File: src/rtl/irq_vec_pkg.sv
package irq_vec_pkg;

  // Width of a line index able to also encode "none" (value N).
  function automatic int idx_width(input int n_lines);
    return $clog2(n_lines + 1);
  endfunction

endpackage

File: src/rtl/irq_edge_latch.sv
module irq_edge_latch #(
  parameter int N_LINES = 8
) (
  input  logic               clk,
  input  logic               rst,
  input  logic [N_LINES-1:0] req_i,
  input  logic [N_LINES-1:0] clr_i,
  output logic [N_LINES-1:0] pend_o
);

  logic [N_LINES-1:0] req_q;
  logic [N_LINES-1:0] rise;

  for (genvar g = 0; g < N_LINES; g++) begin : g_line
    assign rise[g] = req_i[g] & ~req_q[g];

    always_ff @(posedge clk) begin
      if (rst) begin
        req_q[g]  <= 1'b0;
        pend_o[g] <= 1'b0;
      end else begin
        req_q[g] <= req_i[g];
        // a fresh edge wins over a clear in the same cycle
        pend_o[g] <= (pend_o[g] & ~clr_i[g]) | rise[g];
      end
    end
  end

endmodule

File: src/rtl/irq_prio_pick.sv
module irq_prio_pick #(
  parameter int N_LINES = 8,
  parameter int IW      = 4
) (
  input  logic [N_LINES-1:0] elig_i,
  output logic [IW-1:0]      idx_o,
  output logic               any_o
);

  // chain from lowest priority upward; line 0 is examined last and wins
  logic [IW-1:0] chain [N_LINES+1];

  assign chain[N_LINES] = IW'(N_LINES);

  for (genvar g = N_LINES - 1; g >= 0; g--) begin : g_stage
    assign chain[g] = elig_i[g] ? IW'(g) : chain[g+1];
  end

  assign idx_o = chain[0];
  assign any_o = |elig_i;

endmodule

File: src/rtl/irq_vector_ctrl.sv
module irq_vector_ctrl #(
  parameter int N_LINES = 8,
  parameter int VEC_W   = 8
) (
  input  logic               clk,
  input  logic               rst,
  input  logic [N_LINES-1:0] irq_i,
  input  logic               mask_we_i,
  input  logic [N_LINES-1:0] mask_d_i,
  input  logic [VEC_W-1:0]   vec_base_i,
  input  logic               inta_i,
  output logic               int_o,
  output logic [VEC_W-1:0]   data_o,
  output logic               data_oe_o
);

  localparam int IW = irq_vec_pkg::idx_width(N_LINES);

  logic [N_LINES-1:0] mask_q;
  logic [N_LINES-1:0] pend_q;
  logic [N_LINES-1:0] elig;
  logic [N_LINES-1:0] clr;
  logic               inta_q;
  logic               ack_start;
  logic               win_any;
  logic [IW-1:0]      win_idx;
  logic [IW-1:0]      held_idx;
  logic [IW-1:0]      cur_idx;

  irq_edge_latch #(.N_LINES(N_LINES)) latch_i (
    .clk    (clk),
    .rst    (rst),
    .req_i  (irq_i),
    .clr_i  (clr),
    .pend_o (pend_q)
  );

  assign elig = pend_q & ~mask_q;

  irq_prio_pick #(.N_LINES(N_LINES), .IW(IW)) pick_i (
    .elig_i (elig),
    .idx_o  (win_idx),
    .any_o  (win_any)
  );

  assign ack_start = inta_i & ~inta_q;
  assign cur_idx   = ack_start ? win_idx : held_idx;

  for (genvar g = 0; g < N_LINES; g++) begin : g_clr
    assign clr[g] = ack_start & win_any & (win_idx == IW'(g));
  end

  always_ff @(posedge clk) begin
    if (rst) begin
      mask_q    <= '0;
      inta_q    <= 1'b0;
      held_idx  <= IW'(N_LINES);
      int_o     <= 1'b0;
      data_o    <= '0;
      data_oe_o <= 1'b0;
    end else begin
      if (mask_we_i) mask_q <= mask_d_i;
      inta_q <= inta_i;
      if (ack_start) held_idx <= win_idx;
      int_o     <= win_any & ~inta_i;
      data_oe_o <= inta_i;
      data_o    <= inta_i ? VEC_W'(vec_base_i + VEC_W'(cur_idx)) : '0;
    end
  end

endmodule

File: config.mk
export PLATFORM = sky130hd
export DESIGN_NAME = irq_vector_ctrl
export DESIGN_NICKNAME = d
export VERILOG_FILES = /design/src/rtl/irq_vec_pkg.sv /design/src/rtl/irq_edge_latch.sv /design/src/rtl/irq_prio_pick.sv /design/src/rtl/irq_vector_ctrl.sv
export SDC_FILE = /design/constraint.sdc
export NUM_CORES = 1
export LEC_CHECK = 0
export ABC_CLOCK_PERIOD_IN_PS = 2800
export BUFFER_PORTS_ARGS = -buffer_cell sky130_fd_sc_hd__buf_2
export CORE_AREA = 2 2 78 80
export CTS_BUF_LIST = sky130_fd_sc_hd__clkbuf_4 sky130_fd_sc_hd__clkbuf_8
export CTS_CLUSTER_DIAMETER = 150
export DETAILED_ROUTE_END_ITERATION = 10
export DIE_AREA = 0 0 80 82
export PLACE_DENSITY_LB_ADDON = 0.3
export SKIP_CTS_REPAIR_TIMING = 1
export SLEW_MARGIN = 0
export SYNTH_ARGS = -nofsm -noshare
export SYNTH_HDL_FRONTEND = slang
export SYNTH_SLANG_ARGS = --single-unit
export TNS_END_PERCENT = 20
File: constraint.sdc
create_clock -name clk -period 2.8 [get_ports clk]
set_clock_uncertainty 0.05 [all_clocks]
set_input_delay 0.28 -clock clk [delete_from_list [all_inputs] [get_ports clk]]
set_output_delay 0.28 -clock clk [all_outputs]
set_load 0.005 [all_outputs]
==> run summary, run 1 <==
Status -> finished, final reports clean
DR iter-0 viols -> 48
Logic pwr share -> 0.181
CTS Buffer Depth -> 2
Critical Path RT -> 2.93 ns
Setup TNS -> 0 ns
NetSw -> 317 µW
Pre-Repair DR Iteration Count -> 4
CTS Root Buffer Type -> clkbuf_8
Vias in the first global route -> 1102
Max-cap viol count -> 0
Routed Antenna Nets -> 0
Gate Count Post-Synth -> 174
Register share of total power -> 0.493
Nets -> 248
Post-Syn Area -> 1660 µm²
Layout cells sized above 1 -> 0.273
Yosys warns -> 0
Syn nets -> 207
Post-Layout Cell Count -> 291
Crit Path Max Fanout -> 3
Synth top area cells -> dfxtp_1 46%, nor2b_1 7.5%, mux2i_1 4.8%, nor2_1 4.7%, a211oi_1 3.6%
IO buf count -> 37
Vias post-DR -> 1307
EDFF count, synth -> 0
Post-synth ARST share -> 0
Worst slew margin -> 0.627
Final Setup Violations -> 0
Worst-Skew Late Latency -> 0.29 ns
RD Place Congestion -> 0.889
Worst hold-check path type -> in2reg
Core Util, Final -> 0.353
PD cells -> 595 nW/µm²
Initial antenna violation count -> 0
Design Area, Final -> 2030 µm²
Worst-Margin Slew -> 0.560 ns
Post-DR wirelength/cell -> 11.6 µm
Syn avg cell area -> 9.54 µm²
DP Area -> 1940 µm²
Share of Yosys cell area claimed by the top area cell type -> 0.458
Area delta synth->final -> 22.3%
Post-synthesis cell type count -> 38
Clk slew on worst S/H paths -> 0.07 ns
Flops & latches, synth -> 38
Worst Path Arrival -> 2.64 ns
Starting Density -> 0.289
Core Area -> 5750 µm²
Final hold violations -> 0
Fin crit period -> 2.51 ns
Max Transition Viols Final -> 0
Switching share of power -> 0.263
Cts bufs inserted -> 5
# IOs -> 38
Die height -> 82 µm
Seq/Total Area, Yosys -> 0.458
Int Pwr -> 890 µW
Global-route usage over all layers -> 0.110
Clk sink count -> 38
Clock share of power -> 0.326
First-pass GRT wire length -> 5.37 mm
Post-route setup slack -> 0.290 ns
Worst setup path class -> reg2reg
Most frequent cells in the layout -> 38 x dfxtp_1, 37 x buf_2, 21 x nor2_1
Pleak -> 0.000895 µW
Inserted Diodes -> 0
HPWL Detailed -> 2.58 mm
Pre-CTS WS -> 0.296 ns
Htree depth -> 2
RSZ-0062 raised after global routing -> no
Placed insts -> 283
Synth area leader -> dfxtp_1
Die area -> 6560 µm²
Post-Route WL -> 3.38 mm
Final routed DRC violation total -> 0
Overflow after GRT -> 0
Row count -> 28
Most common cell after layout, fill and taps aside -> dfxtp_1
Synth Flop Type -> dfxtp_1
Largest net degree at the start of global routing -> 31
Startpoint types -> flop
Via-to-Cell Ratio -> 4.49
CTS tree -> built
Final Cycle Share -> 0.897
Die Wd -> 80 µm
Fmax -> 398 MHz
Worst vdd ir -> 0.000153 V
CP Capture Type -> flop
registers in the layout, indices dropped and copies added (netlist names):
name,cells
mask_q,8
latch_i.pend_o,8
held_idx,4
inta_q,1
data_o,8
latch_i.req_q,8
int_o,1
power by group through the flow:
stage          clock network, µW  registers, µW  logic, µW
2_1_floorplan                  0            605        151
3_3_place_gp                   0            607        219
3_5_place_dp                   0            607        220
4_1_cts                      406            595        221
5_1_grt                      437            599        247
6_report                     394            595        219
cell type report:
class / instances / area (µm²)
repair buffers: 39 / 200
well taps: 75 / 93.8
multi-input cells: 128 / 870
fillers: 620 / 3710
clock buffers: 7 / 90.1
clock inverters: 1 / 5.00
flip-flops and latches: 38 / 761
inverters: 3 / 11.3
synthesized netlist by cell type, types with 3 or more instances:
cell,n
nand2_1,6
ha_1,4
clkbuf_1,5
a21oi_1,8
o21ai_0,7
nor2b_1,20
or3_1,3
inv_1,3
nor2_1,21
nor3_1,3
mux2i_1,8
a211oi_1,8
dfxtp_1,38
nand2b_1,7
per-layer routing:
metal	track usage	part of all wire
met1	0.150	0.48
met4	0.0610	0.021
met2	0.156	0.45
met5	0	0
met3	0.0308	0.051
worst paths after layout:
kind                                         from               end  slack, ns  depth (start not counted)
worst max register to register  latch_i.pend_o[4]         data_o[4]       0.29                         10
worst min register to register        held_idx[1]       held_idx[1]       0.41                          2
worst min-delay path                     irq_i[6]  latch_i.req_q[6]       0.16                          2
worst max-delay path            latch_i.pend_o[4]         data_o[4]       0.29                         10
logic make-up after synthesis:
| kind of cell | Yosys count | share of synthesized area |
|---|---|---|
| AND/OR/NAND/NOR | 75 | 0.265 |
| AO/OA/AOI/OAI | 38 | 0.158 |
| flip-flops | 38 | 0.458 |
| buffers and inverters | 8 | 0.0181 |
| multiplexers | 8 | 0.0482 |
| adder cells (fa/ha/maj) | 5 | 0.0422 |
| XOR/XNOR | 2 | 0.0106 |
worst max-delay path: stages, from the launching register on:
cell	delay [ns]
dfxtp_1	0.36
nor2b_1	0.26
nor3_2	0.09
a22oi_2	0.21
a21oi_1	0.11
ha_1	0.27
fa_1	0.42
a21o_1	0.19
a21oi_1	0.23
xnor2_1	0.15
nor2_1	0.06
per-stage QoR:
stage / hold WS [ns] / power, µW
2_1_floorplan: 0.309 / 756
3_3_place_gp: 0.407 / 826
3_5_place_dp: 0.405 / 827
4_1_cts: 0.157 / 1220
5_1_grt: 0.156 / 1280
6_report: 0.163 / 1210
Power figures use the tool's default switching activity.
==> inputs of run 2 (changes only) <==
--- a/config.mk
+++ b/config.mk
@@ -8,7 +8,6 @@
 export ABC_CLOCK_PERIOD_IN_PS = 2800
 export BUFFER_PORTS_ARGS = -buffer_cell sky130_fd_sc_hd__buf_2
 export CORE_AREA = 2 2 78 80
-export CTS_BUF_LIST = sky130_fd_sc_hd__clkbuf_4 sky130_fd_sc_hd__clkbuf_8
 export CTS_CLUSTER_DIAMETER = 150
 export DETAILED_ROUTE_END_ITERATION = 10
 export DIE_AREA = 0 0 80 82
==> run 2 against run 1 <==
Compared with the run above: cell area shrank 0.19%; cell count stayed put; sequential cell count is the same; critical endpoint unchanged; hold slack is essentially flat; total power shrank 0.82%; via count decreased by 0.31%; largest power group unchanged.
==> run summary, run 2 (synthesized netlist as in run 1, its figures left out) <==
Crit path buffers/inverters -> 0 (unchanged)
Global-route usage over all layers -> 0.110 (unchanged)
IO buf count -> 37 (unchanged)
Worst path top cell family by delay -> compound AO/OA/AOI/OAI gates
# IOs -> 38 (unchanged)
Most common cell after layout, fill and taps aside -> dfxtp_1
Initial antenna violation count -> 0 (unchanged)
Terminus of the critical flop-to-flop path -> data_o[4]
Clk sink count -> 38 (unchanged)
Startpoint types -> flop
Final Cycle Share -> 0.897 (about the same)
Final hold violations -> 0 (unchanged)
CTS tree -> built
CP Capture Type -> flop
RR Startpoint -> latch_i.pend_o[4]
Pre-Repair DR Iteration Count -> 4 (unchanged)
Worst Path Arrival -> 2.64 ns (about the same)
Max-cap viol count -> 0 (unchanged)
Worst setup path class -> reg2reg
Worst vdd ir -> 0.000153 V (unchanged)
Post-DR wirelength/cell -> 11.6 µm (about the same)
RSZ-0062 raised after global routing -> no
Post-Route WL -> 3.39 mm (about the same)
Worst hold-check path type -> in2reg
R2R Setup Slk -> 0.29 ns (about the same)
Max Transition Viols Final -> 0 (unchanged)
Area of the multi-input gates -> 870 µm² (unchanged)
Largest net degree at the start of global routing -> 31 (unchanged)
Layout cells sized above 1 -> 0.269 (-0.00463)
Core Area -> 5750 µm² (unchanged)
Area delta synth->final -> 22.1%
Critical-path cell list -> nor2b_1, nor3_2, a22oi_2, a21oi_1, ha_1, fa_1, a21o_1, a21oi_1, xnor2_1, nor2_1
Worst-Margin Slew -> 0.563 ns (+0.00363 ns)
Row count -> 28 (unchanged)
Crit Path Max Fanout -> 3 (unchanged)
First-pass GRT wire length -> 5.37 mm (unchanged)
DP Area -> 1940 µm² (unchanged)
Setup TNS -> 0 ns (unchanged)
Fin crit period -> 2.51 ns (-0.0000220 ns)
CTS Root Buffer Type -> clkbuf_8
Max incr delay on CP -> 0.42 ns (about the same)
Status -> finished, final reports clean
Hold path endpoint -> latch_i.req_q[6]
Die Wd -> 80 µm (unchanged)
Routed Antenna Nets -> 0 (unchanged)
PD cells -> 591 nW/µm² (-0.64%)
Hold_sp -> irq_i[6]
Final Setup Violations -> 0 (unchanged)
Fmax -> 398 MHz (about the same)
FF-to-FF path depth -> 10 (unchanged)
CP dominant cell by count -> a21oi_1
Inserted Diodes -> 0 (unchanged)
RD Place Congestion -> 0.889 (unchanged)
Clk slew on worst S/H paths -> 0.07 ns (about the same)
FILL cells -> 623 (+0.48%)
Worst path slowest cell -> fa_1
Worst-Skew Late Latency -> 0.29 ns (about the same)
Critical Path RT -> 2.93 ns (about the same)
Sequential Area -> 761 µm² (unchanged)
Vias in the first global route -> 1101 (-0.091%)
Pleak -> 0.000892 µW (-0.38%)
HPWL Detailed -> 2.58 mm (unchanged)
CTS Buffer Depth -> 2 (unchanged)
Starting Density -> 0.289 (unchanged)
Most frequent cells in the layout -> 38 x dfxtp_1, 37 x buf_2, 21 x nor2_1
Die area -> 6560 µm² (unchanged)
Nets -> 248 (unchanged)
DR iter-0 viols -> 67 (+40%)
Die height -> 82 µm (unchanged)
Worst slew margin -> 0.624 (-0.00242)
Final routed DRC violation total -> 0 (unchanged)
Vias post-DR -> 1303 (-0.31%)
Design Area, Final -> 2030 µm² (-0.19%)
Via-to-Cell Ratio -> 4.48 (-0.31%)
Htree depth -> 2 (unchanged)
Cts bufs inserted -> 5 (unchanged)
Overflow after GRT -> 0 (unchanged)
Worst Hold Path Cells -> 2 (unchanged)
run 2: cell count changes in the layout (fill, tap and decap cells not counted):
| cell | previous run | this run |
|---|---|---|
| clkbuf_1 | 0 | 1 |
| clkbuf_4 | 1 | 0 |
run 2: metal layers:
metal | global-route usage | wire [µm] | up-vias | part of all wire
li1 | - | - | 683 | -
met5 | 0 | 0 | - | 0
met1 | 0.150 | 1610 | 586 | 0.48
met2 | 0.156 | 1530 | 28 | 0.45
met3 | 0.0308 | 174 | 6 | 0.051
met4 | 0.0610 | 70 | 0 | 0.021
run 2: area by class of cell:
class,instances,share of cell area
clock buffer,7,0.0426
clock inverter,1,0.00247
inverter,3,0.00556
timing repair buffer,39,0.0988
multi-input combinational,128,0.429
tap,75,0.0463
sequential,38,0.375
run 2: worst max-delay path by stage:
stage / endpoint / depth (start not counted) / slack, ns / startpoint
after detailed placement: data_o[6] / 10 / 0.30 / latch_i.pend_o[4]
after floorplan: data_o[6] / 10 / 0.47 / latch_i.pend_o[2]
after global routing: data_o[6] / 10 / 0.07 / latch_i.pend_o[4]
after global placement: data_o[6] / 10 / 0.27 / latch_i.pend_o[4]
after CTS: data_o[6] / 10 / 0.27 / latch_i.pend_o[4]
final: data_o[4] / 10 / 0.29 / latch_i.pend_o[4]
run 2: through the flow:
stage	hold WS, ns	total power [µW]	utilization	setup slack, ns	instances
after floorplan	0.309	756	-	0.468	174
after global placement	0.407	826	0.337	0.267	283
after detailed placement	0.405	827	0.337	0.296	283
after CTS	0.157	1210	0.353	0.272	291
after global routing	0.156	1270	0.353	0.0657	291
final	0.163	1200	0.353	0.290	291
run 2: where the power goes:
group | switching (µW) | leakage, µW | internal [µW]
combinational | 115 | 0.000529 | 104
clock | 185 | 0.0000482 | 199
sequential | 16.7 | 0.000315 | 578
==> inputs of run 3 (changes only) <==
--- a/config.mk
+++ b/config.mk
@@ -12,6 +12,7 @@
 export DETAILED_ROUTE_END_ITERATION = 10
 export DIE_AREA = 0 0 80 82
 export PLACE_DENSITY_LB_ADDON = 0.3
+export REMOVE_ABC_BUFFERS = 1
 export SKIP_CTS_REPAIR_TIMING = 1
 export SLEW_MARGIN = 0
 export SYNTH_ARGS = -nofsm -noshare
==> run 3 against run 2 <==
Compared with the run above: die area is the same; sequential power is essentially flat; sequential share of layout area shrank 0.18 points; critical path type unchanged; non-clock buffer count shrank 1; critical endpoint unchanged; cell count shrank 0.34%.
==> run summary, run 3 (synthesized netlist as in run 1, its figures left out) <==
Placed insts -> 282 (-0.35%)
Area delta synth->final -> 22.7%
Worst path slowest cell -> fa_1
PD cells -> 620 nW/µm² (+4.9%)
Worst vdd ir -> 0.000277 V (+81%)
# IOs -> 38 (unchanged)
Max incr delay on CP -> 0.41 ns (about the same)
Global-route usage over all layers -> 0.108 (-0.00162)
Hold_sp -> irq_i[5]
Final Cycle Share -> 0.914 (+0.0177)
Worst-Skew Late Latency -> 0.28 ns (about the same)
First-pass GRT wire length -> 5.47 mm (+1.9%)
Htree depth -> 2 (unchanged)
Fmax -> 391 MHz (-1.9%)
FF-to-FF path depth -> 10 (unchanged)
CTS tree -> built
Worst hold-check path type -> in2reg
Cts bufs inserted -> 5 (unchanged)
CTS Buffer Depth -> 2 (unchanged)
Crit path buffers/inverters -> 0 (unchanged)
Final Setup Violations -> 0 (unchanged)
Worst slew margin -> 0.614 (-0.0106)
Via-to-Cell Ratio -> 4.48 (about the same)
Clk slew on worst S/H paths -> 0.08 ns (about the same)
Overflow after GRT -> 0 (unchanged)
Terminus of the critical flop-to-flop path -> data_o[4]
Worst path top cell family by delay -> compound AO/OA/AOI/OAI gates
Crit Path Max Fanout -> 5 (+2)
IO buf count -> 37 (unchanged)
Post-Route WL -> 3.40 mm (+0.35%)
CP dominant cell by count -> a21oi_1
Die height -> 82 µm (unchanged)
HPWL Detailed -> 2.55 mm (-1.5%)
Clk sink count -> 38 (unchanged)
Layout cells sized above 1 -> 0.270 (+0.00125)
CTS Root Buffer Type -> clkbuf_8
Setup crit start -> latch_i.pend_o[4]
Max Transition Viols Final -> 0 (unchanged)
Routed Antenna Nets -> 0 (unchanged)
Max-cap viol count -> 0 (unchanged)
RD Place Congestion -> 0.787 (-11%)
Most frequent cells in the layout -> 38 x dfxtp_1, 37 x buf_2, 21 x nor2_1
Pleak -> 0.000897 µW (+0.60%)
Largest net degree at the start of global routing -> 31 (unchanged)
RR Startpoint -> latch_i.pend_o[4]
Fin crit period -> 2.56 ns (+0.0495 ns)
Worst-Margin Slew -> 0.579 ns (+0.0158 ns)
R2R Setup Slk -> 0.24 ns (-0.05 ns)
CP Capture Type -> flop
Area of the multi-input gates -> 870 µm² (unchanged)
Die Wd -> 80 µm (unchanged)
Vias in the first global route -> 1214 (+10%)
Hold path endpoint -> latch_i.req_q[5]
Setup TNS -> 0 ns (unchanged)
Worst setup path class -> reg2reg
Starting Density -> 0.289 (unchanged)
FILL cells -> 612 (-1.8%)
Pre-Repair DR Iteration Count -> 4 (unchanged)
Post-DR wirelength/cell -> 11.7 µm (+0.70%)
DR iter-0 viols -> 56 (-16%)
Final routed DRC violation total -> 0 (unchanged)
Sequential Area -> 761 µm² (unchanged)
RSZ-0062 raised after global routing -> no
Die area -> 6560 µm² (unchanged)
Critical Path RT -> 2.92 ns (about the same)
Initial antenna violation count -> 0 (unchanged)
Row count -> 28 (unchanged)
Worst Hold Path Cells -> 2 (unchanged)
Most common cell after layout, fill and taps aside -> dfxtp_1
Critical-path cell list -> nor2b_1, nor3_2, a22oi_2, a21oi_1, ha_1, fa_1, a21o_1, a21oi_1, xnor2_1, nor2_1
Post-Layout Cell Count -> 290 (-0.34%)
Nets -> 247 (-0.40%)
Inserted Diodes -> 0 (unchanged)
Core Area -> 5750 µm² (unchanged)
Worst Path Arrival -> 2.68 ns (+0.04 ns)
Final hold violations -> 0 (unchanged)
Status -> finished, final reports clean
Startpoint types -> flop
Vias post-DR -> 1299 (-0.31%)
run 3: cell count changes in the layout (fill, tap and decap cells not counted), sizes merged:
cell	before	now
clkbuf	7	5
buf	39	38
bufinv	0	1
clkinv	1	2
run 3: worst max-delay path by stage:
| stage | end | slack (ns) | cells past startpoint |
|---|---|---|---|
| after global placement | data_o[4] | 0.31 | 10 |
| after detailed placement | data_o[4] | 0.24 | 10 |
| after CTS | data_o[4] | 0.23 | 10 |
| after global routing | data_o[6] | 0.01 | 10 |
| after floorplan | data_o[6] | 0.47 | 10 |
| final | data_o[4] | 0.24 | 10 |
run 3: through the flow:
step / instance area, µm² / setup WS (ns) / util / total power (µW) / hold slack [ns]
finish: 2040 / 0.240 / 0.355 / 1260 / 0.162
global route: 2040 / 0.0130 / 0.355 / 1340 / 0.169
CTS: 2040 / 0.229 / 0.355 / 1280 / 0.156
detailed placement: 1930 / 0.243 / 0.336 / 824 / 0.403
global placement: 1930 / 0.307 / 0.336 / 822 / 0.396
floorplan: 1640 / 0.468 / - / 748 / 0.292
run 3: worst register-to-register path: cells and delay by family, from the launching register on:
kind                       cells  cell delay, ns
AOI/OAI and AO/OA              4            0.87
adders and majority gates      2            0.64
and+or+nand+nor                3            0.38
DFF                            1            0.35
xor gates and xnor gates       1            0.15
run 3: layout make-up:
cell class	instances	area share
Tap cell	75	0.0461
Clock inverter	3	0.0197
Inverter	3	0.00553
Timing Repair Buffer	38	0.0946
Sequential cell	38	0.373
Clock buffer	5	0.0338
Multi-Input combinational cell	128	0.427
run 3: per-layer routing:
| layer | GRT usage | up-vias | routed length [µm] |
|---|---|---|---|
| met4 | 0.0407 | 0 | 14 |
| met3 | 0.0286 | 2 | 142 |
| li1 | - | 684 | - |
| met1 | 0.142 | 587 | 1700 |
| met2 | 0.172 | 26 | 1540 |
| met5 | 0 | - | 0 |
run 3: where the power goes:
part,total (µW),switching (µW),internal [µW],leakage (µW)
Combinational,216,114,101,0.000525
Clock,453,190,262,0.0000579
Sequential,595,16.8,578,0.000315
Total,1260,322,941,0.000897
